[src/rtl/dma_chan_regs.sv]
module dma_chan_regs #(
  parameter int ADDR_W   = 6,
  parameter int TICK_DIV = 50
) (
  input  logic              clk,
  input  logic              rst_n,
  input  logic              reg_wr,
  input  logic              reg_rd,
  input  logic [ADDR_W-1:0] reg_addr,
  input  logic [31:0]       reg_wdata,
  output logic [31:0]       reg_rdata,
  input  logic              done_pulse,
  input  logic              idle_set,
  output logic              irq,
  output logic              start_o,
  output logic              tail_kick_o,
  output logic              run_o,
  output logic [31:0]       cur_desc_o,
  output logic [31:0]       tail_desc_o
);

  localparam logic [ADDR_W-1:0] A_CTRL = ADDR_W'(0);
  localparam logic [ADDR_W-1:0] A_STAT = ADDR_W'(4);
  localparam logic [ADDR_W-1:0] A_CUR  = ADDR_W'(8);
  localparam logic [ADDR_W-1:0] A_TAIL = ADDR_W'(16);
  localparam logic [31:0] CTRL_INIT = 32'h0001_0002;
  localparam int PRE_W = (TICK_DIV > 1) ? $clog2(TICK_DIV) : 1;
  localparam logic [PRE_W-1:0] PRE_LAST = PRE_W'(TICK_DIV - 1);

  logic [31:0]      ctrl_q, cur_q, tail_q;
  logic             halt_q, idle_q;
  logic [2:0]       flag_q;
  logic [7:0]       cnt_q, tmr_q, cnt_d;
  logic [PRE_W-1:0] pre_q;

  wire wr_ctrl  = reg_wr && reg_addr == A_CTRL;
  wire wr_stat  = reg_wr && reg_addr == A_STAT;
  wire wr_cur   = reg_wr && reg_addr == A_CUR;
  wire wr_tail  = reg_wr && reg_addr == A_TAIL;
  wire rd_ctrl  = reg_rd && !reg_wr && reg_addr == A_CTRL;
  wire soft_rst = wr_ctrl && (reg_wdata[2] || ctrl_q[2]);

  wire [7:0] thresh  = ctrl_q[23:16];
  wire [7:0] dly     = ctrl_q[31:24];
  wire       restart = done_pulse && dly != 8'd0;
  wire       tick    = tmr_q != 8'd0 && pre_q == PRE_LAST;
  wire       dly_hit = tick && tmr_q == 8'd1 && !restart;
  wire       ioc_hit = done_pulse && cnt_q == 8'd1;
  wire [2:0] clr     = wr_stat ? reg_wdata[14:12] : 3'b000;

  always_comb begin
    cnt_d = cnt_q;
    if (dly_hit) cnt_d = thresh;
    if (done_pulse) cnt_d = ioc_hit ? thresh : cnt_q - 8'd1;
  end

  always_ff @(posedge clk or negedge rst_n) begin
    if (!rst_n) begin
      ctrl_q      <= CTRL_INIT;
      cur_q       <= '0;
      tail_q      <= '0;
      halt_q      <= 1'b1;
      idle_q      <= 1'b0;
      flag_q      <= '0;
      cnt_q       <= 8'd1;
      tmr_q       <= '0;
      pre_q       <= '0;
      start_o     <= 1'b0;
      tail_kick_o <= 1'b0;
    end else begin
      start_o     <= 1'b0;
      tail_kick_o <= 1'b0;
      cnt_q       <= cnt_d;
      flag_q      <= (flag_q & ~clr) | {1'b0, dly_hit, ioc_hit};
      if (restart) begin
        tmr_q <= dly;
        pre_q <= '0;
      end else if (tmr_q != 8'd0) begin
        pre_q <= tick ? '0 : pre_q + 1'b1;
        if (tick) tmr_q <= tmr_q - 8'd1;
      end
      if (idle_set) idle_q <= 1'b1;
      if (rd_ctrl) ctrl_q[2] <= 1'b0;
      if (wr_cur) cur_q <= reg_wdata;
      if (wr_tail) begin
        tail_q      <= reg_wdata;
        idle_q      <= 1'b0;
        tail_kick_o <= 1'b1;
      end
      if (soft_rst) begin
        ctrl_q <= CTRL_INIT | 32'h4;
        halt_q <= 1'b1;
        idle_q <= 1'b0;
        flag_q <= '0;
        cnt_q  <= 8'd1;
        tmr_q  <= '0;
        pre_q  <= '0;
      end else if (wr_ctrl) begin
        ctrl_q <= reg_wdata | 32'h2;
        cnt_q  <= reg_wdata[23:16];
        if (reg_wdata[0]) begin
          halt_q  <= 1'b0;
          idle_q  <= 1'b0;
          start_o <= 1'b1;
        end
      end
    end
  end

  always_comb begin
    case (reg_addr)
      A_CTRL:  reg_rdata = ctrl_q & ~32'h4;
      A_STAT:  reg_rdata = {tmr_q, cnt_q, 1'b0, flag_q, 10'b0, idle_q, halt_q};
      A_CUR:   reg_rdata = cur_q;
      A_TAIL:  reg_rdata = tail_q;
      default: reg_rdata = '0;
    endcase
  end

  assign irq         = |(flag_q & ctrl_q[14:12]);
  assign run_o       = ctrl_q[0];
  assign cur_desc_o  = cur_q;
  assign tail_desc_o = tail_q;

  p_rst_clears_on_read_r3: assert property (@(posedge clk) disable iff (!rst_n)
    rd_ctrl |=> !ctrl_q[2]);

  p_no_start_in_reset_r3: assert property (@(posedge clk) disable iff (!rst_n)
    soft_rst |=> !start_o && halt_q);

  p_start_from_run_r4: assert property (@(posedge clk) disable iff (!rst_n)
    start_o |-> $past(wr_ctrl && reg_wdata[0]));

  p_ioc_on_last_r5: assert property (@(posedge clk) disable iff (!rst_n)
    (ioc_hit && !wr_ctrl) |=> flag_q[0] && cnt_q == $past(thresh));

  p_timer_never_up_r6: assert property (@(posedge clk) disable iff (!rst_n)
    (tmr_q != 8'd0 && !done_pulse) |=> tmr_q <= $past(tmr_q));

  p_w1c_r7: assert property (@(posedge clk) disable iff (!rst_n)
    (wr_stat && reg_wdata[12] && !ioc_hit) |=> !flag_q[0]);

  p_kick_from_tail_r10: assert property (@(posedge clk) disable iff (!rst_n)
    tail_kick_o |-> $past(wr_tail));

endmodule

[config.mk]
export PLATFORM = sky130hd
export DESIGN_NAME = dma_chan_regs
export DESIGN_NICKNAME = d
export VERILOG_FILES = /design/src/rtl/dma_chan_regs.sv
export SDC_FILE = /design/constraint.sdc
export NUM_CORES = 1
export LEC_CHECK = 0
export BUFFER_PORTS_ARGS = -buffer_cell sky130_fd_sc_hd__buf_4
export CELL_PAD_IN_SITES_DETAIL_PLACEMENT = 0
export CELL_PAD_IN_SITES_GLOBAL_PLACEMENT = 1
export CORE_ASPECT_RATIO = 0.8
export CORE_MARGIN = 5
export CORE_UTILIZATION = 39
export DETAILED_ROUTE_END_ITERATION = 10
export MAX_ROUTING_LAYER = met4
export PLACE_DENSITY_LB_ADDON = 0.1
export SLEW_MARGIN = 30
export SYNTH_ARGS = -nofsm -noshare
export SYNTH_HDL_FRONTEND = slang
export SYNTH_SLANG_ARGS = --single-unit
[constraint.sdc]
create_clock -name clk -period 3 [get_ports clk]
set_input_delay 0.45 -clock clk [delete_from_list [all_inputs] [get_ports clk]]
set_output_delay 0.45 -clock clk [all_outputs]
set_load 0.01 [all_outputs]
==> results of run 1 <==
## through the flow
stage | hold slack (ns) | std cells | setup WS, ns | utilization
2_1_floorplan | 0.154 | 588 | 0.659 | -
3_3_place_gp | 0.465 | 926 | 0.604 | 0.481
3_5_place_dp | 0.477 | 926 | 0.564 | 0.481
4_1_cts | 0.0408 | 958 | 0.559 | 0.519
5_1_grt | 0.0666 | 958 | 0.454 | 0.519
6_report | 0.0291 | 958 | 0.545 | 0.519
## cell families after synthesis
group / count (synthesis) / share of synthesized area
AND/OR/NAND/NOR: 176 / 0.139
AO/OA/AOI/OAI: 135 / 0.146
flip-flops: 125 / 0.512
multiplexers: 73 / 0.133
buffers and inverters: 61 / 0.0395
XOR/XNOR: 12 / 0.0172
adder cells (fa/ha/maj): 6 / 0.0123
## sequential cells by signal, summed over array words and instances, names as in the netlist
name / flops
cnt_q: 8
ctrl_q: 32
cur_desc_o: 32
flag_q: 3
halt_q: 1
idle_q: 1
pre_q: 6
start_o: 1
tail_desc_o: 32
tail_kick_o: 1
tmr_q: 8
## final cells by class
| class | instances | area share |
|---|---|---|
| Clock buffer | 21 | 0.0556 |
| Clock inverter | 11 | 0.0178 |
| Inverter | 23 | 0.0107 |
| Multi-Input combinational cell | 402 | 0.342 |
| Sequential cell | 125 | 0.387 |
| Tap cell | 215 | 0.0332 |
| Timing Repair Buffer | 161 | 0.154 |
## cells in the final DEF (no fill, tap or decap), types with 3 or more instances in the layout
master,n
dfstp_2,4
mux2_2,32
o21ai_0,33
nand2_2,3
ha_1,6
and3_1,5
inv_1,23
nand3_1,7
dfrtp_1,121
a22oi_1,43
nor2_1,23
clkinv_2,4
nor3_1,14
clkbuf_16,17
xor2_1,8
nand2_1,90
nand4_1,4
a31oi_1,4
a21oi_1,25
mux2_1,35
a222oi_1,11
bufinv_16,3
buf_12,3
xnor2_1,4
nand2b_1,3
or4_1,3
mux2i_1,6
clkbuf_1,3
buf_4,158
nor4_1,4
clkinv_4,3
o22ai_1,6
## routing by layer
metal	vias to the layer above	global-route usage	wire length [um]
li1	2407	-	-
met1	2613	0.275	8170
met2	120	0.337	8800
met3	15	0.0402	694
met4	0	0.0646	235
met5	-	-	0
## how the worst min path moves through the flow
stage,end,cells after the start,slack [ns],startpoint
5_1_grt,tail_desc_o[9],1,0.07,rst_n
4_1_cts,tail_desc_o[9],1,0.04,rst_n
2_1_floorplan,cnt_q[1],0,0.15,rst_n
3_5_place_dp,ctrl_q[8],2,0.48,ctrl_q[8]
6_report,tail_desc_o[9],1,0.03,rst_n
3_3_place_gp,ctrl_q[9],2,0.47,ctrl_q[9]
## report_power, final
group | total, mW | internal (mW) | leakage [nW] | switching (mW)
sequential | 2.36 | 1.99 | 1.64 | 0.371
clock | 2.09 | 1.33 | 0.291 | 0.761
combinational | 1.15 | 0.589 | 2.18 | 0.563
total | 5.60 | 3.90 | 4.11 | 1.70
==> impl_metrics.py, run 1 <==
metrics = {
    "run_status": {
        "status": "complete, no violations",
    },
    "global_routing": {
        "grt_max_degree": 75,
        "grt_overflow_total": 0,
        "antenna_found_initial": 0,
        "grt_first_pass_wirelength_mm": 29.3,
        "track_usage": 0.211,
        "grt_pass1_vias": 5357,
    },
    "setup_path": {
        "cp_data_required_time_ns": 2.55,
        "critPathMaxFanout": 20,
        "r2r-end": "cnt_q[4]",
        "crit_path_end_kind": "output pin",
        "worstSetupStartpoint": "reg_addr[1]",
        "path_common_cell": "buf_4",
        "critical_path_class": "input port to output pin",
        "rr_worst_depth": 6,
        "cp_data_arrival_time_ns": 2.00,
        "cpPeakStageDelay_ns": 0.58,
        "crit_family": "simple AND/OR/NAND/NOR gates",
        "cp_cell_sequence": "buf_4, or4_4, nor3b_4, buf_4, a22oi_1, nand2_1, buf_4",
        "worst-r2r-setup-slack_ns": 0.72,
        "crit_buf_inv": 3,
        "path_depth": 7,
        "r2r_start": "cnt_q[0]",
        "start_kind": "input port",
        "slowest_stage": "or4_4",
        "crit_end": "reg_rdata[17]",
    },
    "synthesis": {
        "synth_top_flop_cell": "dfrtp_1",
        "synth_area_um2": 6110,
        "syn_area_per_cell_um2": 10.4,
        "seq_area_frac_synth": 0.512,
        "synth_seq_cells": 125,
        "yosys_warnings": 0,
        "synthCells": 588,
        "ys_top_cells_by_area": "dfrtp_1 (50%), mux2_1 (6.4%), mux2_2 (5.9%)",
        "yosysMostFrequentCell": "dfrtp_1",
        "synth_top_cell_by_area": "dfrtp_1",
        "yosysTopAreaCellShare": 0.495,
        "synth_edf_count": 0,
        "synth_common_cells": "dfrtp_1 (121), nand2_1 (93), a22oi_1 (43), mux2_1 (35)",
        "synthArstFlopShare": 1.00,
        "synth_nets": 638,
        "synthDistinctLibCells": 52,
    },
    "cts": {
        "cts.repair.resized": 0,
        "tritoncts": "yes",
        "htreeDepth": 4,
        "holdBufCountCts": 0,
        "cts_setup_buffers": 0,
        "clock_path_buffers": 2,
        "root_buffer": "clkbuf_16",
        "cts.sinks": 125,
        "insertion_delay_ns": 0.42,
        "cts_buffers": 17,
        "path_clk_slew_ns": 0.06,
    },
    "layout": {
        "ff_latch_area_um2": 3130,
        "layout.nets": 780,
        "multi_input_area_um2": 2770,
        "drive_gt1_frac": 0.323,
        "syn_to_final_growth_pct": 32.5,
        "diodes": 0,
        "fillerInstances": 1477,
        "finalInstanceArea_um2": 8100,
    },
    "pwr": {
        "power_mw": 5.60,
        "p_per_area_nw_per_um2": 691,
        "vdd_drop_max_v": 0.000438,
        "leakagePower_nw": 4.11,
    },
    "placement": {
        "gp_congestion": 0.857,
        "place_hpwl_mm": 12.7,
        "portBuffers": 143,
        "dpl-instance-area_um2": 7510,
    },
    "die": {
        "initial_core_util": 0.392,
        "ios": 144,
        "die_area_um2": 18300,
        "dieHeight_um": 122,
        "core_area_um2": 15600,
        "rows": 41,
        "die_w_um": 150,
    },
    "sta": {
        "layout_min_cycle_time_ns": 2.45,
        "skew_ns": 0.00628,
        "setup_viol": 0,
        "hold_viol_final": 0,
        "rsz0062_at_grt": "no",
        "max_freq_ghz": 0.407,
        "tightestPinTransition_ns": 0.709,
        "maxSlewViolCount": 0,
        "period_share": 0.818,
        "max-slew-margin-rel": 0.523,
        "tns_ns": 0,
    },
    "detailed_routing": {
        "remaining_drc_errors": 0,
        "avgRoutedWirePerCell_um": 18.7,
        "vias": 5155,
        "wirelength_mm": 17.9,
        "via_per_inst": 5.38,
        "ant_nets": 0,
        "dr.pass1.iters": 5,
        "drtIter0Drc": 322,
    },
    "worst_hold_path": {
        "hold_class": "input port to async pin",
    },
    "job": {
        "drv_cap": 0,
    },
}
No activity file was read; power rests on OpenSTA's default activity.
==> inputs of run 2 (changes only) <==
Clock period 3 ns to 2.6 ns, I/O delays scaled along.
==> run 2 against run 1 <==
Against the previous run: non-clock buffer count up 3; hold slack improved by 0.17 ns; largest power group unchanged; count of clock-buffer cells in the layout stayed put; combinational power increased by 17%; final area rose by 0.59%.
==> impl_metrics.py, run 2 (same netlist as run 1, synthesis figures left out) <==
metrics = {
    "sta": {
        "setup_viol": 0,
        "skew_ns": 0.00830,
        "hold_viol_final": 0,
        "rsz0062_at_grt": "no",
        "layout_min_cycle_time_ns": 2.44,
        "max_freq_ghz": 0.410,
        "max-slew-margin-rel": 0.583,
        "tightestPinTransition_ns": 0.626,
        "hold_ws_ns": 0.202,
        "tns_ns": 0,
        "period_share": 0.939,
        "fin_ws_ns": 0.159,
        "maxSlewViolCount": 0,
    },
    "detailed_routing": {
        "drtIter0Drc": 290,
        "vias": 5111,
        "m1WireLength_mm": 8.25,
        "top_layer_used": "met4",
        "dr.pass1.iters": 6,
        "remaining_drc_errors": 0,
        "route.met3.wl_um": 716,
        "avgRoutedWirePerCell_um": 18.7,
        "ant_nets": 0,
        "wirelength_mm": 18.0,
        "dr_wl_met2_mm": 8.76,
        "via_per_inst": 5.32,
    },
    "global_routing": {
        "antenna_found_initial": 0,
        "track_usage": 0.208,
        "grt_first_pass_wirelength_mm": 28.7,
        "grt_overflow_total": 0,
        "grt_max_degree": 67,
        "grt_pass1_vias": 5366,
    },
    "layout": {
        "diodes": 0,
        "final_cell_mix": "buf_4 (158), dfrtp_1 (121), nand2_1 (90)",
        "final_util": 0.523,
        "layout_commonest_cell": "buf_4",
        "drive_gt1_frac": 0.324,
        "layout.nets": 783,
        "final_cells": 961,
        "finalInstanceArea_um2": 8150,
        "syn_to_final_growth_pct": 33.3,
    },
    "setup_path": {
        "critical_path_class": "input port to output pin",
        "rr_worst_depth": 6,
        "start_kind": "input port",
        "crit_path_end_kind": "output pin",
        "critPathMaxFanout": 13,
        "cp_data_required_time_ns": 2.21,
        "cp_data_arrival_time_ns": 2.05,
    },
    "placement": {
        "place_hpwl_mm": 12.7,
        "dpl_worst_slack_ns": 0.162,
        "portBuffers": 143,
        "placed_cells": 928,
        "gp_congestion": 0.853,
        "dpl-instance-area_um2": 7550,
    },
    "worst_hold_path": {
        "hold_class": "input port to flip-flop",
        "hold_depth": 2,
    },
    "pwr": {
        "power_mw": 6.46,
        "leakagePower_nw": 4.12,
        "vdd_drop_max_v": 0.000501,
        "p_per_area_nw_per_um2": 793,
    },
    "die": {
        "core_area_um2": 15600,
        "ios": 144,
        "initial_core_util": 0.392,
        "rows": 41,
        "die_area_um2": 18300,
        "die_w_um": 150,
        "dieHeight_um": 122,
    },
    "cts": {
        "htreeDepth": 4,
        "insertion_delay_ns": 0.42,
        "cts_setup_buffers": 0,
        "root_buffer": "clkbuf_16",
        "cts.sinks": 125,
        "clock_path_buffers": 2,
        "path_clk_slew_ns": 0.06,
        "tritoncts": "yes",
        "cts_buffers": 17,
    },
    "run_status": {
        "status": "complete, no violations",
    },
    "job": {
        "drv_cap": 0,
    },
}
-- run 2: changes by cell type in the layout (fill, tap and decap cells not counted) --
cell | previous run | this run
clkinvlp_4 | 1 | 3
buf_12 | 3 | 5
dlygate4sd3_1 | 0 | 1
inv_6 | 0 | 1
clkinv_4 | 3 | 0
-- run 2: critical path, cell delays in order --
cell	delay, ns
buf_4	0.12
or4_4	0.58
nor3b_4	0.36
buf_4	0.29
a22oi_1	0.12
nand2_1	0.07
buf_4	0.12
-- run 2: routing by layer --
layer / global-route usage / up-vias
met5: - / -
met4: 0.0537 / 0
met3: 0.0506 / 21
met2: 0.331 / 113
met1: 0.271 / 2574
li1: - / 2403
-- run 2: final cells by class --
class / count / area (um2)
clock inverters: 11 / 141
multi-input cells: 402 / 2770
inverters: 23 / 86.3
repair buffers: 164 / 1300
flip-flops and latches: 125 / 3130
fillers: 1479 / 7450
well taps: 215 / 269
clock buffers: 21 / 450
-- run 2: where the power goes --
group | total [mW] | internal, mW | switching, mW
registers | 2.73 | 2.30 | 0.432
clock network | 2.39 | 1.53 | 0.865
logic | 1.35 | 0.683 | 0.662
total | 6.46 | 4.51 | 1.96
-- run 2: worst paths after layout --
| path | startpoint | end | slack (ns) |
|---|---|---|---|
| worst max-delay path | reg_addr[1] | reg_rdata[14] | 0.16 |
| worst min-delay path | reg_wdata[4] | cur_desc_o[4] | 0.20 |
| worst max register to register | cnt_q[0] | cnt_q[4] | 0.30 |
| worst min register to register | ctrl_q[6] | ctrl_q[6] | 0.48 |
| max in group asynchronous | rst_n | cnt_q[0] | 1.35 |
| min in group asynchronous | rst_n | tail_desc_o[10] | 0.51 |
-- run 2: timing repair --
action	in CTS	in global routing
endpoints found under the hold margin	35	0
resized for setup	0	0
hold buffers	1	0
==> inputs of run 3 (changes only) <==
Settings changed: CORE_ASPECT_RATIO 0.8 to 1.2, MAX_ROUTING_LAYER met4 to unset.
==> run 3 against run 2 <==
Against the previous run: the flow now finishes with violations (negative hold slack); flip-flop and latch count unchanged; core utilization grew 0.28 points; register-to-register slack improved by 0.03 ns; combinational power hardly changed; final cell count down 0.94%; hold slack worse by 0.23 ns; largest cell class unchanged.
==> impl_metrics.py, run 3 (same netlist as run 1, synthesis figures left out) <==
metrics = {
    "run_status": {
        "status": "complete, but fails checks",
        "violations": "negative hold slack",
    },
    "setup_path": {
        "crit_buf_inv": 4,
        "cp_cell_sequence": "buf_4, or4_4, nor3_2, buf_4, a222oi_1, inv_1, buf_4",
        "rr_worst_depth": 6,
        "start_kind": "input port",
        "cpPeakStageDelay_ns": 0.58,
        "r2r-end": "cnt_q[3]",
        "critical_path_class": "input port to output pin",
        "worst-r2r-setup-slack_ns": 0.33,
        "cp_data_arrival_time_ns": 1.94,
        "critPathMaxFanout": 20,
        "crit_path_end_kind": "output pin",
        "r2r_start": "cnt_q[0]",
        "path_common_cell": "buf_4",
        "slowest_stage": "or4_4",
        "crit_family": "simple AND/OR/NAND/NOR gates",
        "cp_data_required_time_ns": 2.21,
    },
    "global_routing": {
        "grt_max_degree": 49,
        "antenna_found_initial": 0,
        "grt_first_pass_wirelength_mm": 28.4,
        "track_usage": 0.192,
        "grt_overflow_total": 0,
        "grt_pass1_vias": 5359,
    },
    "sta": {
        "setup_viol": 0,
        "hold_viol_final": 11,
        "hold_ws_ns": -0.0271,
        "tightestPinTransition_ns": 0.627,
        "max-slew-margin-rel": 0.582,
        "maxSlewViolCount": 0,
        "skew_ns": 0.00651,
        "max_freq_ghz": 0.430,
        "rsz0062_at_grt": "no",
        "period_share": 0.895,
        "tns_ns": 0,
        "layout_min_cycle_time_ns": 2.33,
    },
    "detailed_routing": {
        "via_per_inst": 5.40,
        "vias": 5141,
        "ant_nets": 0,
        "dr.pass1.iters": 5,
        "remaining_drc_errors": 0,
        "avgRoutedWirePerCell_um": 18.3,
        "wirelength_mm": 17.4,
        "drtIter0Drc": 338,
    },
    "die": {
        "ios": 144,
        "rows": 50,
        "initial_core_util": 0.394,
        "die_w_um": 124,
        "core_area_um2": 15500,
        "die_area_um2": 18300,
        "dieHeight_um": 147,
    },
    "cts": {
        "path_clk_slew_ns": 0.06,
        "clock_path_buffers": 2,
        "cts_setup_buffers": 0,
        "cts_buffers": 17,
        "cts.sinks": 125,
        "holdBufCountCts": 0,
        "tritoncts": "yes",
        "cts.repair.resized": 0,
        "root_buffer": "clkbuf_16",
        "htreeDepth": 4,
        "insertion_delay_ns": 0.42,
    },
    "layout": {
        "drive_gt1_frac": 0.327,
        "finalInstanceArea_um2": 8150,
        "layout_commonest_cell": "buf_4",
        "syn_to_final_growth_pct": 33.3,
        "diodes": 0,
        "final_cell_mix": "buf_4 (155), dfrtp_1 (121), nand2_1 (90)",
        "layout.nets": 781,
    },
    "placement": {
        "gp_congestion": 0.822,
        "dpl-instance-area_um2": 7560,
        "portBuffers": 143,
        "place_hpwl_mm": 12.2,
    },
    "pwr": {
        "p_per_area_nw_per_um2": 786,
        "p_clk_frac": 0.368,
        "p_seq_frac": 0.423,
        "leakagePower_nw": 4.10,
        "power_switching_share": 0.306,
        "pwr-share-comb": 0.209,
        "p_int_mw": 4.44,
        "vdd_drop_max_v": 0.000433,
        "switching_power_mw": 1.96,
    },
    "worst_hold_path": {
        "hold_class": "input port to async pin",
    },
    "job": {
        "drv_cap": 0,
    },
}
run 3: cell count changes in the layout (fill, tap and decap cells not counted), sizes merged:
cell	delta
buf	-1
bufinv	-1
clkbuf	-1
clkinv	-1
clkinvlp	+2
dlygate4sd3	-1
inv	+1
run 3: through the flow:
stage | util | power [mW] | worst slack [ns] | std cells
after detailed placement | 0.487 | 4.09 | 0.227 | 920
final | 0.525 | 6.40 | 0.273 | 952
after global placement | 0.487 | 4.05 | 0.256 | 920
after global routing | 0.525 | 6.77 | 0.181 | 952
after floorplan | - | 3.48 | 0.379 | 588
after CTS | 0.525 | 6.48 | 0.284 | 952
run 3: area by class of cell:
cell class,instances,area [um2]
inverter,23,86.3
timing repair buffer,162,1300
clock buffer,20,457
fill,1469,7360
multi-input combinational,402,2770
tap,208,260
sequential,125,3130
clock inverter,12,138
run 3: power by group through the flow:
stage	clock network (mW)	registers (mW)	logic [mW]
floorplan	0	2.68	0.797
global placement	0	2.73	1.32
detailed placement	0	2.74	1.36
CTS	2.41	2.71	1.36
global route	2.51	2.76	1.50
finish	2.36	2.71	1.34
run 3: worst max path at each step:
stage,endpoint,start,cells after the start,slack [ns]
after detailed placement,cur_desc_o[12],reg_addr[1],7,0.23
after CTS,reg_rdata[28],reg_addr[1],7,0.28
after global placement,cur_desc_o[21],reg_addr[1],7,0.26
after floorplan,reg_rdata[10],reg_addr[1],5,0.38
after global routing,reg_rdata[28],reg_addr[1],7,0.18
final,reg_rdata[7],reg_addr[1],7,0.27
run 3: routing by layer:
metal  track usage  wire (um)  vias up
met1         0.248       7730     2547
met3        0.0549       1020       28
met2         0.307       8350      153
met5             0          0        -
met4        0.0724        300        0
li1              -          -     2413
